### src/rtl/sndctl_pkg.sv
package sndctl_pkg;

   typedef enum logic [1:0] {
      PORT_STATUS = 2'd0,
      PORT_INDEX  = 2'd1,
      PORT_LO     = 2'd2,
      PORT_HI     = 2'd3
   } port_t;

   localparam logic [7:0] IDX_VCFG  = 8'h00;
   localparam logic [7:0] IDX_VRATE = 8'h01;
   localparam logic [7:0] IDX_SRC   = 8'h0F;
   localparam logic [7:0] IDX_KEY   = 8'h10;
   localparam logic [7:0] IDX_TMR0  = 8'h40;
   localparam logic [7:0] IDX_TSTAT = 8'h43;
   localparam logic [7:0] IDX_IEN   = 8'h4A;
   localparam logic [7:0] IDX_REV   = 8'h4C;
   localparam logic [7:0] IDX_VPTR  = 8'h4F;

   localparam logic [7:0] SRC_TAG   = 8'h40;
   localparam logic [7:0] SRC_EMPTY = 8'hFF;
   localparam logic [7:0] KEY_CODE  = 8'h00;

   localparam logic       STAT_IRQ_BIT = 1'b1;

endpackage

### src/rtl/sndctl_lowest_pick.sv
module sndctl_lowest_pick #(
   parameter int N  = 32,
   parameter int IW = (N > 1) ? $clog2(N) : 1
) (
   input  logic [N-1:0]  req,
   output logic          found,
   output logic [IW-1:0] idx
);

   always_comb begin
      found = 1'b0;
      idx   = '0;
      for (int i = N - 1; i >= 0; i--) begin
         if (req[i]) begin
            found = 1'b1;
            idx   = IW'(i);
         end
      end
   end

endmodule

### src/rtl/sndctl_voice_bank.sv
module sndctl_voice_bank #(
   parameter int NUM_VOICES = 32,
   parameter int PW         = $clog2(NUM_VOICES)
) (
   input  logic                  clk,
   input  logic                  rst_n,
   input  logic [PW-1:0]         vptr,
   input  logic [7:0]            wdata,
   input  logic                  cfg_we,
   input  logic                  rate_we_lo,
   input  logic                  rate_we_hi,
   input  logic                  key_on,
   input  logic [NUM_VOICES-1:0] done_set,
   input  logic                  pop_en,
   input  logic [PW-1:0]         pop_idx,
   output logic [7:0]            cfg_rd,
   output logic [15:0]           rate_rd,
   output logic [NUM_VOICES-1:0] active,
   output logic [NUM_VOICES-1:0] done
);

   logic [7:0]  cfg_mem  [NUM_VOICES];
   logic [15:0] rate_mem [NUM_VOICES];

   for (genvar v = 0; v < NUM_VOICES; v++) begin : g_voice
      logic hit;
      logic popped;
      assign hit    = (vptr == PW'(v));
      assign popped = pop_en && (pop_idx == PW'(v));

      always_ff @(posedge clk) begin
         if (!rst_n) begin
            cfg_mem[v]  <= '0;
            rate_mem[v] <= '0;
            active[v]   <= 1'b0;
            done[v]     <= 1'b0;
         end else begin
            if (hit && cfg_we)     cfg_mem[v]        <= wdata;
            if (hit && rate_we_lo) rate_mem[v][7:0]  <= wdata;
            if (hit && rate_we_hi) rate_mem[v][15:8] <= wdata;

            if (done_set[v])         active[v] <= 1'b0;
            else if (hit && key_on)  active[v] <= 1'b1;

            if (done_set[v])         done[v] <= 1'b1;
            else if (popped)         done[v] <= 1'b0;
         end
      end


      done_set_chk: assert property (@(posedge clk) disable iff (!rst_n)
         done_set[v] |=> (done[v] && !active[v]))
         else $error("done-set did not finish voice %0d", v);


      keyon_chk: assert property (@(posedge clk) disable iff (!rst_n)
         (key_on && hit && !done_set[v]) |=> active[v])
         else $error("key-on lost on voice %0d", v);


      pop_clr_chk: assert property (@(posedge clk) disable iff (!rst_n)
         (popped && !done_set[v]) |=> !done[v])
         else $error("pop did not clear voice %0d", v);
   end

   assign cfg_rd  = cfg_mem[vptr];
   assign rate_rd = rate_mem[vptr];

endmodule

### src/rtl/sndctl_irq_ctrl.sv
module sndctl_irq_ctrl #(
   parameter int NUM_TIMERS = 2
) (
   input  logic                  clk,
   input  logic                  rst_n,
   input  logic                  ien_we,
   input  logic [NUM_TIMERS-1:0] ien_wdata,
   input  logic [NUM_TIMERS-1:0] tmr_expire,
   input  logic [NUM_TIMERS-1:0] tmr_clr,
   input  logic                  voice_any,
   output logic [NUM_TIMERS-1:0] pend,
   output logic [NUM_TIMERS-1:0] ien,
   output logic                  tmr_irq,
   output logic                  irq_q
);

   for (genvar t = 0; t < NUM_TIMERS; t++) begin : g_tmr
      always_ff @(posedge clk) begin
         if (!rst_n)             pend[t] <= 1'b0;
         else if (tmr_expire[t]) pend[t] <= 1'b1;
         else if (tmr_clr[t])    pend[t] <= 1'b0;
      end


      tmr_set_chk: assert property (@(posedge clk) disable iff (!rst_n)
         tmr_expire[t] |=> pend[t])
         else $error("timer %0d expiry lost", t);


      tmr_clr_chk: assert property (@(posedge clk) disable iff (!rst_n)
         (tmr_clr[t] && !tmr_expire[t]) |=> !pend[t])
         else $error("timer %0d clear lost", t);
   end

   always_ff @(posedge clk) begin
      if (!rst_n)      ien <= '0;
      else if (ien_we) ien <= ien_wdata;
   end

   assign tmr_irq = |(ien & pend);

   always_ff @(posedge clk) begin
      if (!rst_n) irq_q <= 1'b0;
      else        irq_q <= tmr_irq || voice_any;
   end


   irq_rise_chk: assert property (@(posedge clk) disable iff (!rst_n)
      (tmr_irq || voice_any) |=> irq_q)
      else $error("interrupt not raised");


   irq_quiet_chk: assert property (@(posedge clk) disable iff (!rst_n)
      (!tmr_irq && !voice_any) |=> !irq_q)
      else $error("interrupt raised without cause");

endmodule

### src/rtl/sndctl_regport.sv
module sndctl_regport
   import sndctl_pkg::*;
#(
   parameter int         NUM_VOICES = 32,
   parameter int         NUM_TIMERS = 2,
   parameter logic [7:0] REVISION   = 8'h01,
   localparam int        PW         = $clog2(NUM_VOICES)
) (
   input  logic                  clk,
   input  logic                  rst_n,
   input  logic [1:0]            host_sel,
   input  logic                  host_wr,
   input  logic                  host_rd,
   input  logic [7:0]            host_wdata,
   output logic [7:0]            host_rdata,
   input  logic [NUM_VOICES-1:0] voice_done_set,
   input  logic [NUM_TIMERS-1:0] timer_expire,
   output logic [NUM_VOICES-1:0] voice_active,
   output logic                  irq
);

   initial begin : param_chk
      assert (NUM_VOICES >= 2 && NUM_VOICES <= 64 &&
              (NUM_VOICES & (NUM_VOICES - 1)) == 0)
         else $error("NUM_VOICES must be a power of two in 2..64");
      assert (NUM_TIMERS >= 1 && NUM_TIMERS <= 2)
         else $error("NUM_TIMERS must be 1 or 2");
   end

   port_t port;
   assign port = port_t'(host_sel);

   logic [7:0]    idx_q;
   logic [PW-1:0] vptr_q;
   logic [7:0]    preset_q [NUM_TIMERS];

   logic wr_idx, wr_lo, wr_hi, rd_data;
   assign wr_idx  = host_wr && (port == PORT_INDEX);
   assign wr_lo   = host_wr && (port == PORT_LO);
   assign wr_hi   = host_wr && (port == PORT_HI);
   assign rd_data = host_rd && ((port == PORT_LO) || (port == PORT_HI));

   always_ff @(posedge clk) begin
      if (!rst_n) begin
         idx_q  <= '0;
         vptr_q <= '0;
      end else begin
         if (wr_idx) idx_q <= host_wdata;
         if (wr_lo && idx_q == IDX_VPTR) vptr_q <= host_wdata[PW-1:0];
      end
   end

   // voice side
   logic [7:0]            cfg_rd;
   logic [15:0]           rate_rd;
   logic [NUM_VOICES-1:0] done;
   logic                  src_found;
   logic [PW-1:0]         src_idx;
   logic                  pop_en;
   logic                  key_on;

   assign key_on = wr_hi && (idx_q == IDX_KEY) && (host_wdata == KEY_CODE);
   assign pop_en = rd_data && (idx_q == IDX_SRC) && src_found;

   sndctl_lowest_pick #(.N(NUM_VOICES), .IW(PW)) u_pick (
      .req   (done),
      .found (src_found),
      .idx   (src_idx)
   );

   sndctl_voice_bank #(.NUM_VOICES(NUM_VOICES), .PW(PW)) u_bank (
      .clk        (clk),
      .rst_n      (rst_n),
      .vptr       (vptr_q),
      .wdata      (host_wdata),
      .cfg_we     (wr_hi && idx_q == IDX_VCFG),
      .rate_we_lo (wr_lo && idx_q == IDX_VRATE),
      .rate_we_hi (wr_hi && idx_q == IDX_VRATE),
      .key_on     (key_on),
      .done_set   (voice_done_set),
      .pop_en     (pop_en),
      .pop_idx    (src_idx),
      .cfg_rd     (cfg_rd),
      .rate_rd    (rate_rd),
      .active     (voice_active),
      .done       (done)
   );

   // timer side
   logic [NUM_TIMERS-1:0] tmr_clr;
   logic [NUM_TIMERS-1:0] pend;
   logic [NUM_TIMERS-1:0] ien;
   logic                  tmr_irq;
   logic                  voice_any;

   for (genvar t = 0; t < NUM_TIMERS; t++) begin : g_tmr
      localparam logic [7:0] TIDX = IDX_TMR0 + 8'(t);
      assign tmr_clr[t] = rd_data && (idx_q == TIDX);
      always_ff @(posedge clk) begin
         if (!rst_n)                      preset_q[t] <= '0;
         else if (wr_lo && idx_q == TIDX) preset_q[t] <= host_wdata;
      end
   end

   assign voice_any = |done;

   sndctl_irq_ctrl #(.NUM_TIMERS(NUM_TIMERS)) u_irq (
      .clk        (clk),
      .rst_n      (rst_n),
      .ien_we     (wr_lo && idx_q == IDX_IEN),
      .ien_wdata  (host_wdata[NUM_TIMERS-1:0]),
      .tmr_expire (timer_expire),
      .tmr_clr    (tmr_clr),
      .voice_any  (voice_any),
      .pend       (pend),
      .ien        (ien),
      .tmr_irq    (tmr_irq),
      .irq_q      (irq)
   );

   // readback
   logic [7:0]  pend_ext;
   logic [15:0] rd_word;
   logic [7:0]  status;

   assign pend_ext = 8'(pend);

   always_comb begin
      rd_word = 16'h0000;
      case (idx_q)
         IDX_VCFG:  rd_word = {cfg_rd, 8'h00};
         IDX_VRATE: rd_word = rate_rd;
         IDX_SRC:   rd_word = src_found ? {SRC_TAG | 8'(src_idx), 8'h00}
                                        : {SRC_EMPTY, 8'h00};
         IDX_TSTAT: rd_word = {8'h00, pend_ext & 8'h03};
         IDX_IEN:   rd_word = {8'h00, pend_ext};
         IDX_REV:   rd_word = {8'h00, REVISION};
         default: begin
            for (int t = 0; t < NUM_TIMERS; t++)
               if (idx_q == IDX_TMR0 + 8'(t)) rd_word = {8'h00, preset_q[t]};
         end
      endcase
   end

   assign status = irq ? {STAT_IRQ_BIT, 5'b00000, voice_any, tmr_irq} : 8'h00;

   always_comb begin
      case (port)
         PORT_STATUS: host_rdata = status;
         PORT_INDEX:  host_rdata = idx_q;
         PORT_LO:     host_rdata = rd_word[7:0];
         default:     host_rdata = rd_word[15:8];
      endcase
   end


   status_idle_chk: assert property (@(posedge clk) disable iff (!rst_n)
      (!irq && port == PORT_STATUS) |-> (host_rdata == 8'h00))
      else $error("status nonzero while interrupt idle");


   src_empty_chk: assert property (@(posedge clk) disable iff (!rst_n)
      (port == PORT_HI && idx_q == IDX_SRC && !voice_any) |-> (host_rdata == SRC_EMPTY))
      else $error("source read not empty with no done voice");


   rst_quiet_chk: assert property (@(posedge clk)
      $past(!rst_n) |-> (!irq && voice_active == '0))
      else $error("state not cleared by reset");

endmodule

### config.mk
export PLATFORM = sky130hd
export DESIGN_NAME = sndctl_regport
export DESIGN_NICKNAME = d
export VERILOG_FILES = /design/src/rtl/sndctl_pkg.sv /design/src/rtl/sndctl_lowest_pick.sv /design/src/rtl/sndctl_voice_bank.sv /design/src/rtl/sndctl_irq_ctrl.sv /design/src/rtl/sndctl_regport.sv
export SDC_FILE = /design/constraint.sdc
export NUM_CORES = 1
export LEC_CHECK = 0
export BUFFER_PORTS_ARGS = -buffer_cell sky130_fd_sc_hd__buf_2
export CAP_MARGIN = 20
export CORE_UTILIZATION = 45
export CTS_CLUSTER_SIZE = 28
export DETAILED_ROUTE_END_ITERATION = 8
export GPL_TIMING_DRIVEN = 0
export PLACE_DENSITY = 0.66
export SLEW_MARGIN = 30
export SYNTH_ARGS = -nofsm -noshare
export SYNTH_HDL_FRONTEND = slang
export SYNTH_HIERARCHICAL = 1
export SYNTH_SLANG_ARGS = --single-unit
### constraint.sdc
create_clock -name clk -period 3.1 [get_ports clk]
set_input_delay 0 -clock clk [delete_from_list [all_inputs] [get_ports clk]]
set_output_delay 0 -clock clk [all_outputs]
set_load 0.005 [all_outputs]
==> run_results.csv <==
group,metric,value,unit
route,via_per_inst,6.256,
logic_synthesis,syn_nets,3071,
setup_path,critical-path-top-delay-family,"compound AO/OA/AOI/OAI gates",
die,die_w,302.0,um
logic_synthesis,synthCells,3023,
grt,grt_overflow,0,
route,dr.max_layer_used,"met5",
die,die-area,91180,sq um
setup_path,path_cells,"buf_12 > buf_12 > buf_16 > buf_12 > buf_12 > mux2i_2 > o221ai_2 > a21oi_2 > a22oi_1 > mux2i_1 > o22ai_2 > nand3_1 > nand3_1 > o32a_1 > buf_2",
setup_path,crit_path_start_kind,"flop",
route,wl_met1,53030,um
timing,hold_viol_final,0,
placed_design,numPortBuffers,88,
grt,grt_usage,31.20,%
pwr,vdd_ir_drop_max,0.0003840,V
clock_network,cts_buffers,92,
logic_synthesis,yosys.area_share.adder,0,%
finish,layout.cells.non_filler,4582,
route,wl_met2,64550,um
logic_synthesis,yosysTopAreaCellShare,58.15,%
logic_synthesis,synth.area.mux_share,10.58,%
logic_synthesis,synth_flop_cell,"edfxtp_1",
die,boundaryPins,89,
logic_synthesis,ys_seq_area_share,62.20,%
route,wl_per_cell,31.72,um
clock_network,cts_num_sinks,866,
route,wirelength,145300,um
finish,fin_util,54.71,%
route,final_antenna_net_count,0,
clock_network,cts_tree,"done",
placed_design,dp_hpwl,101600,um
timing,slew_violations,0,
logic_synthesis,synth_top_family_by_area,"simple AND/OR/NAND/NOR gates",
timing,period_share,117.0,%
logic_synthesis,synth_compound_area_share,6.783,%
logic_synthesis,ys_ff_latch,866,
timing,skew,47.37,ps
clock_network,cts.path.max_buffers,3,
logic_synthesis,synth_xor_area_share,0.02163,%
timing,worst_slack,-525.5,ps
min_path,min_path_type,"in2reg",
route,wl_met3,18850,um
grt,antenna_found_initial,9,
setup_path,path_buf_inv,6,
route,drt_iter0_markers,3807,
die,initial_core_util,45.60,%
setup_path,cp-end-kind,"output pin",
clock_network,h-tree-depth,3,
grt,grt_pass1_vias,27040,
setup_path,path_max_fanout,7,
timing,grt_setup_unrepaired,"yes",
setup_path,cp_slowest_cell,"dfxtp_4",
grt,grt_pass1_wl,198500,um
logic_synthesis,synth-simple-area-share,17.74,%
logic_synthesis,ys_warn_count,6,
timing,whs,61.66,ps
status,violations,"DRC, setup timing",
timing,setup_viol,231,
die,die_h,302.0,um
timing,slew_headroom,13.11,%
finish,final_cell_area,48580,sq um
route,drc_errors,14,
logic_synthesis,syn_area,40490,sq um
pwr,p_per_area,519.0,nW/um^2
clock_network,clkLatencyLatePin,670,ps
logic_synthesis,netlist.top_cell.by_area,"edfxtp_1",
timing,fmax,275.8,MHz
finish,syn_to_final_growth,19.98,%
logic_synthesis,async_flop_share,0,%
setup_path,max_stage_delay,380,ps
finish,drive_gt1_share,23.59,%
setup_path,critPathArrivalTime,3630,ps
die,coreArea,88780,sq um
logic_synthesis,synth_cell_types,73,
finish,fin_nets,3388,
route,drtPass1Iterations,8,
pwr,p_leak,16.76,nW
status,status,"finished, violations left",
die,rows,109,
placed_design,dp_cells,4284,
run,cap_viol_max_count,0,
placed_design,place_congestion,1.026,
clock_network,root_buffer,"clkbuf_16",
timing,worst_pin_slew,1303,ps
placed_design,dpl-instance-area,42480,sq um
route,vias,28660,
setup_path,crit_type,"reg2out",
logic_synthesis,avgSynthCellArea,13.39,sq um
setup_path,crit_top_cell,"buf_12",
setup_path,worstPathRequired,3100,ps
grt,grt_start_max_net_pins,14,
timing,min_period,3625,ps
logic_synthesis,synth_area_leaders,"edfxtp_1, and2_1, mux4_2",
logic_synthesis,synth_edf_count,784,
clock_network,cts.clk_slew.worst_paths,60,ps
-- state kept, by name, indices dropped and copies added, names as in the netlist --
register	flops
u_bank/rate_mem	512
u_bank/cfg_mem	256
u_bank/active	32
u_bank/done	32
preset_q	16
idx_q	8
vptr_q	5
u_irq/ien	2
u_irq/pend	2
u_irq/irq_q	1
-- worst min-delay path: cells and delay by family --
family	cells	cell delay (ps)
AND/OR/NAND/NOR	1	50
buffers and inverters	2	630
-- area by class of cell --
type,count,area [sq um]
plain buffers,223,1585
clock buffers,110,2424
diodes,4,10.01
fillers,7180,40210
well taps,1165,1458
flip-flops and latches,866,25190
repair buffers,225,1752
clock inverters,57,400.4
multi-input cells,1914,15690
inverters,18,67.56
-- power by group --
part           internal, mW  leakage [nW]  switching (mW)
Clock                  5.90          1.40            4.66
Sequential             13.1          8.71           0.172
Combinational         0.410          6.65           0.980
-- worst paths after layout --
path                startpoint                 endpoint  slack [ps]  cells after the start
max                  vptr_q[1]            host_rdata[0]        -530                     15
max reg2reg           idx_q[1]  u_bank/rate_mem[18][11]        -120                      6
min reg2reg   u_bank/active[7]         u_bank/active[7]         520                      2
min          voice_done_set[5]         u_bank/active[5]          60                      3
-- placed cells by master (no fill, tap or decap), types with 13 or more instances in the layout --
cell and n:
inv_1 18, clkbuf_1 123, clkbuf_2 25, nor3b_1 36, o21ai_4 36, a21oi_1 45, edfxtp_1 784, nor2_4 19
nor2_1 79, buf_12 15, and2_1 786, buf_6 14, a31oi_1 35, nand3_1 29, nor4_1 15, mux4_2 112
nor2b_1 36, clkinv_2 23, a22o_1 13, nor2_2 53, clkinv_1 22, o21a_1 29, mux2i_1 164, nand2_1 63
a22oi_2 18, buf_4 87, dlygate4sd3_1 52, buf_2 108, a22oi_1 35, o22ai_1 55, clkbuf_16 98, dfxtp_1 79
o21ai_2 54
-- repair_timing --
action,in CTS,in global routing
pin swaps,13,22
setup endpoints to repair,1047,718
hold buffers,52,0
resized for setup,315,190
endpoints found under the hold margin,98,0
cloned,0,4
buffers inserted,10,62
-- cells in the mapped netlist, types with 7 or more instances --
cell,number
a31oi_1,39
edfxtp_1,784
nor2_1,137
nor3_1,12
nor2b_1,38
a211oi_1,14
nand2_1,68
a21oi_1,51
and2_1,786
buf_2,41
a21boi_0,8
dfxtp_1,82
buf_4,14
o21ai_0,103
o22ai_1,67
mux4_2,112
buf_1,11
nand2b_1,12
o21a_1,29
o31a_1,7
nor3b_1,36
clkbuf_1,152
mux2i_1,175
nor4_1,30
a22o_1,14
o221ai_1,10
nor2_4,14
nand3_1,29
a22oi_1,53
inv_1,18
-- cell families (layout without fill, tap and decap cells) --
family | Yosys count | count (layout)
AND/OR/NAND/NOR | 1202 | 1202
XOR/XNOR | 1 | 1
flip-flops | 866 | 866
other | 0 | 4
AO/OA/AOI/OAI | 423 | 423
buffers and inverters | 243 | 633
multiplexers | 288 | 288
-- layer usage --
metal / GRT usage [%] / vias to the layer above
met5: 0 / -
met4: 17.56 / 8
met3: 8.360 / 439
met2: 46.87 / 1943
met1: 41.05 / 14420
li1: - / 11860
-- per-stage QoR --
step / total power, mW / worst slack, ps / TNS (ps)
after global placement: 14.65 / -1365 / -528770
after detailed placement: 14.69 / -1352 / -279920
after global routing: 25.78 / -561.1 / -11070
final: 25.21 / -525.5 / -11790
after CTS: 25.17 / -587.6 / -5224
after floorplan: 14.06 / 376.6 / 0
Power figures use the tool's default switching activity.
